--- src/rtl/shadow_chk_pkg.sv ---
package shadow_chk_pkg;
   typedef enum logic [1:0] {
      ST_IDLE   = 2'd0,
      ST_ISSUE  = 2'd1,
      ST_WAIT   = 2'd2,
      ST_REPORT = 2'd3
   } chk_state_e;

   typedef enum logic [1:0] {
      CFG_BASE   = 2'd0,
      CFG_GAP_LO = 2'd1,
      CFG_GAP_HI = 2'd2,
      CFG_NONE   = 2'd3
   } cfg_sel_e;

   localparam logic [7:0] GAP_CODE = 8'hCC;
endpackage

--- src/rtl/shadow_chk_cfg.sv ---
module shadow_chk_cfg
   import shadow_chk_pkg::*;
#(
   parameter int unsigned   AW     = 48,
   parameter logic [AW-1:0] DEF_BASE = '0,
   parameter logic [AW-1:0] DEF_LO   = '0,
   parameter logic [AW-1:0] DEF_HI   = '0
) (
   input  logic          clk,
   input  logic          rst_n,
   input  logic          we,
   input  logic [1:0]    sel,
   input  logic [AW-1:0] wdata,
   output logic [AW-1:0] base,
   output logic [AW-1:0] gap_lo,
   output logic [AW-1:0] gap_hi
);
   always_ff @(posedge clk) begin
      if (!rst_n) begin
         base   <= DEF_BASE;
         gap_lo <= DEF_LO;
         gap_hi <= DEF_HI;
      end else if (we) begin
         case (cfg_sel_e'(sel))
            CFG_BASE:   base   <= wdata;
            CFG_GAP_LO: gap_lo <= wdata;
            CFG_GAP_HI: gap_hi <= wdata;
            default: ;
         endcase
      end
   end
endmodule

--- config.mk ---
export PLATFORM = sky130hd
export DESIGN_NAME = shadow_chk_cfg
export DESIGN_NICKNAME = d
export VERILOG_FILES = /design/src/rtl/shadow_chk_pkg.sv /design/src/rtl/shadow_chk_cfg.sv
export SDC_FILE = /design/constraint.sdc
export NUM_CORES = 1
export LEC_CHECK = 0
export BUFFER_PORTS_ARGS = -buffer_cell sky130_fd_sc_hd__buf_4
export CAP_MARGIN = 30
export CORE_MARGIN = 2
export CORE_UTILIZATION = 35
export CTS_BUF_LIST = sky130_fd_sc_hd__clkbuf_4 sky130_fd_sc_hd__clkbuf_8
export DETAILED_ROUTE_END_ITERATION = 12
export GPL_TIMING_DRIVEN = 1
export PLACE_DENSITY = 0.65
export REMOVE_ABC_BUFFERS = 1
export SLEW_MARGIN = 20
export SYNTH_ARGS = -nofsm -noshare
export SYNTH_HDL_FRONTEND = slang
export SYNTH_SLANG_ARGS = --single-unit
--- constraint.sdc ---
create_clock -name clk -period 1.3 [get_ports clk]
set_input_delay 0.26 -clock clk [delete_from_list [all_inputs] [get_ports clk]]
set_output_delay 0.26 -clock clk [all_outputs]
set_load 0.02 [all_outputs]
==> results.json <==
{
  "status": "finished, final reports clean",
  "cts-root-buf": "clkbuf_8",
  "yosysWarnings": 0,
  "die_area_um2": 16000,
  "synth_area_um2": 5260,
  "max_stage_delay_ns": 0.37,
  "cts_repair_resize_count": 0,
  "setup_slack_ns": 0.0788,
  "hold_path.class": "in -> reg",
  "drv_cap": 0,
  "finalWirelength_um": 13100,
  "synth.distinct_cells": 10,
  "final_cell_area_um2": 7460,
  "synth_top_area_share_pct": 54.8,
  "tightestPinTransition_ns": 0.278,
  "antenna_found_initial": 0,
  "ir_drop_uv": 567,
  "final_layout_size_suffix_gt1_share_pct": 33.3,
  "skew_ns": 0,
  "syn2layout_area_growth_pct": 41.9,
  "multiInputGateArea_um2": 2200,
  "arrival_ns": 0.96,
  "core_area_um2": 14600,
  "worstPathMaxFanout": 2,
  "io_pins": 197,
  "rsz0062_at_grt": "false",
  "regArea_um2": 2880,
  "drtPass1Iterations": 4,
  "antennaDiodeCount": 0,
  "clock_path_buffers": 2,
  "initial_core_util_pct": 36.0,
  "clock-sinks": 144,
  "track_usage_pct": 16.3,
  "dp_cells": 875,
  "nFillCells": 1341,
  "critPathTopFamily": "flip-flops",
  "post-cts-setup-buffers": 0,
  "min_period_ns": 1.22,
  "synth_ff_type": "dfxtp_1",
  "num_rows": 44,
  "postSynthAreaPerCell_um2": 10.1,
  "path_buf_inv": 1,
  "drcViolationCount": 0,
  "hold_buffers": 0,
  "first_iter_violations": 158,
  "grt_max_degree": 62,
  "clk_latency_ns": 0.43,
  "num-nets-final": 763,
  "synth_area_leaders": "dfxtp_1 55%, mux2i_1 27%, nand2_1 14%",
  "maxSlewHeadroom_pct": 81.4,
  "tritoncts": "yes",
  "syn_inst": 519,
  "dieWidth_um": 127,
  "grt_overflow": 0,
  "yosys-top-cells-count": "192 x nand2_1, 144 x dfxtp_1, 144 x mux2i_1, 11 x clkbuf_1",
  "wire_per_inst_um": 14.4,
  "path_cells": "buf_4",
  "fin_cells": 907,
  "p_leak_nw": 3.77,
  "placed_area_um2": 6980,
  "setup_violations": 0,
  "via_per_inst": 4.66,
  "worstPathRequired_ns": 1.04,
  "crit_slowest_cell": "dfxtp_1",
  "die_y_um": 127,
  "power.density_nw_per_um2": 1310,
  "ys_seq_area_share_pct": 54.8,
  "grt_pass1_wl_um": 20900,
  "vias": 4223,
  "synth_edf_count": 0,
  "grt_pass1_vias": 4346,
  "critPathCaptureType": "output port",
  "r2r_setup_slack_ns": 0.65,
  "worst_setup_path_start_kind": "flop",
  "fmax_ghz": 0.819,
  "critPathKind": "reg -> out",
  "ant_nets": 0,
  "finalHoldViolCount": 0,
  "drv_slew": 0,
  "yosys.area.top_type": "dfxtp_1",
  "port_buffers": 196,
  "detailedPlace.worstSlack_ns": 0.0468,
  "synth-seq-cells": 144,
  "cts_buffers": 17,
  "fin_crit_sh_pct": 93.9,
  "clk_pin_slew_ns": 0.08,
  "synthArstFlopShare_pct": 0,
  "dpl.hpwl_um": 9360,
  "cts_max_level": 4,
  "synth.most_common_cell": "nand2_1",
  "finalWeightedCongestion": 0.748
}
## cell usage in the layout, fill, tap and decap left out
cell type / n
clkinvlp_4: 1
dfxtp_1: 144
buf_4: 199
clkbuf_8: 24
bufinv_16: 4
nand2_1: 192
nor3b_4: 1
mux2i_1: 144
clkinv_2: 2
inv_6: 1
nand3b_1: 2
buf_12: 9
## through the flow
step	power, W	hold WS, ns	utilization (%)	TNS (ns)
2_1_floorplan	0.00527	0.408	-	-213.63
3_3_place_gp	0.00581	0.444	47.9	0
3_5_place_dp	0.00584	0.448	47.9	0
4_1_cts	0.00993	0.0895	51.1	0
5_1_grt	0.0102	0.102	51.1	0
6_report	0.00979	0.126	51.1	0
## registers in the layout, summed over array words and instances, names as in the netlist
register,flops
gap_lo,48
base,48
gap_hi,48
## routing by layer
layer / part of all wire [%] / GRT usage (%)
met4: 2.4 / 7.50
met2: 48 / 26.6
met1: 41 / 18.8
met3: 8.5 / 6.41
met5: 0 / 0
## final timing paths
check                           startpoint          to  cells past startpoint
worst max-delay path               base[2]     base[2]                      1
worst min register to register    base[39]    base[39]                      2
worst min-delay path             wdata[20]  gap_hi[20]                      3
worst max register to register  gap_lo[21]  gap_lo[21]                      2
## area by class of cell
class                      instances  share of cell area, %
multi-input combinational        339                   29.4
tap                              184                   3.09
timing repair buffer             208                   22.4
clock inverter                     8                   1.96
sequential                       144                   38.6
clock buffer                      24                   4.43
## cell families after synthesis
group | Yosys count | share of synthesized area [%]
multiplexers | 144 | 27.4
flip-flops | 144 | 54.8
AND/OR/NAND/NOR | 195 | 14.2
buffers and inverters | 36 | 3.55
## report_power, final
part,switching (W),internal [W]
Clock,0.00161,0.00246
Combinational,0.000585,0.000486
Sequential,0.0000885,0.00457
## worst reg2reg max path: cells and delay by family (launching register included)
kind	cells	cell delay, ns
flops	1	0.35
mux	1	0.16
simple gates	1	0.06
Power figures use the tool's default switching activity.
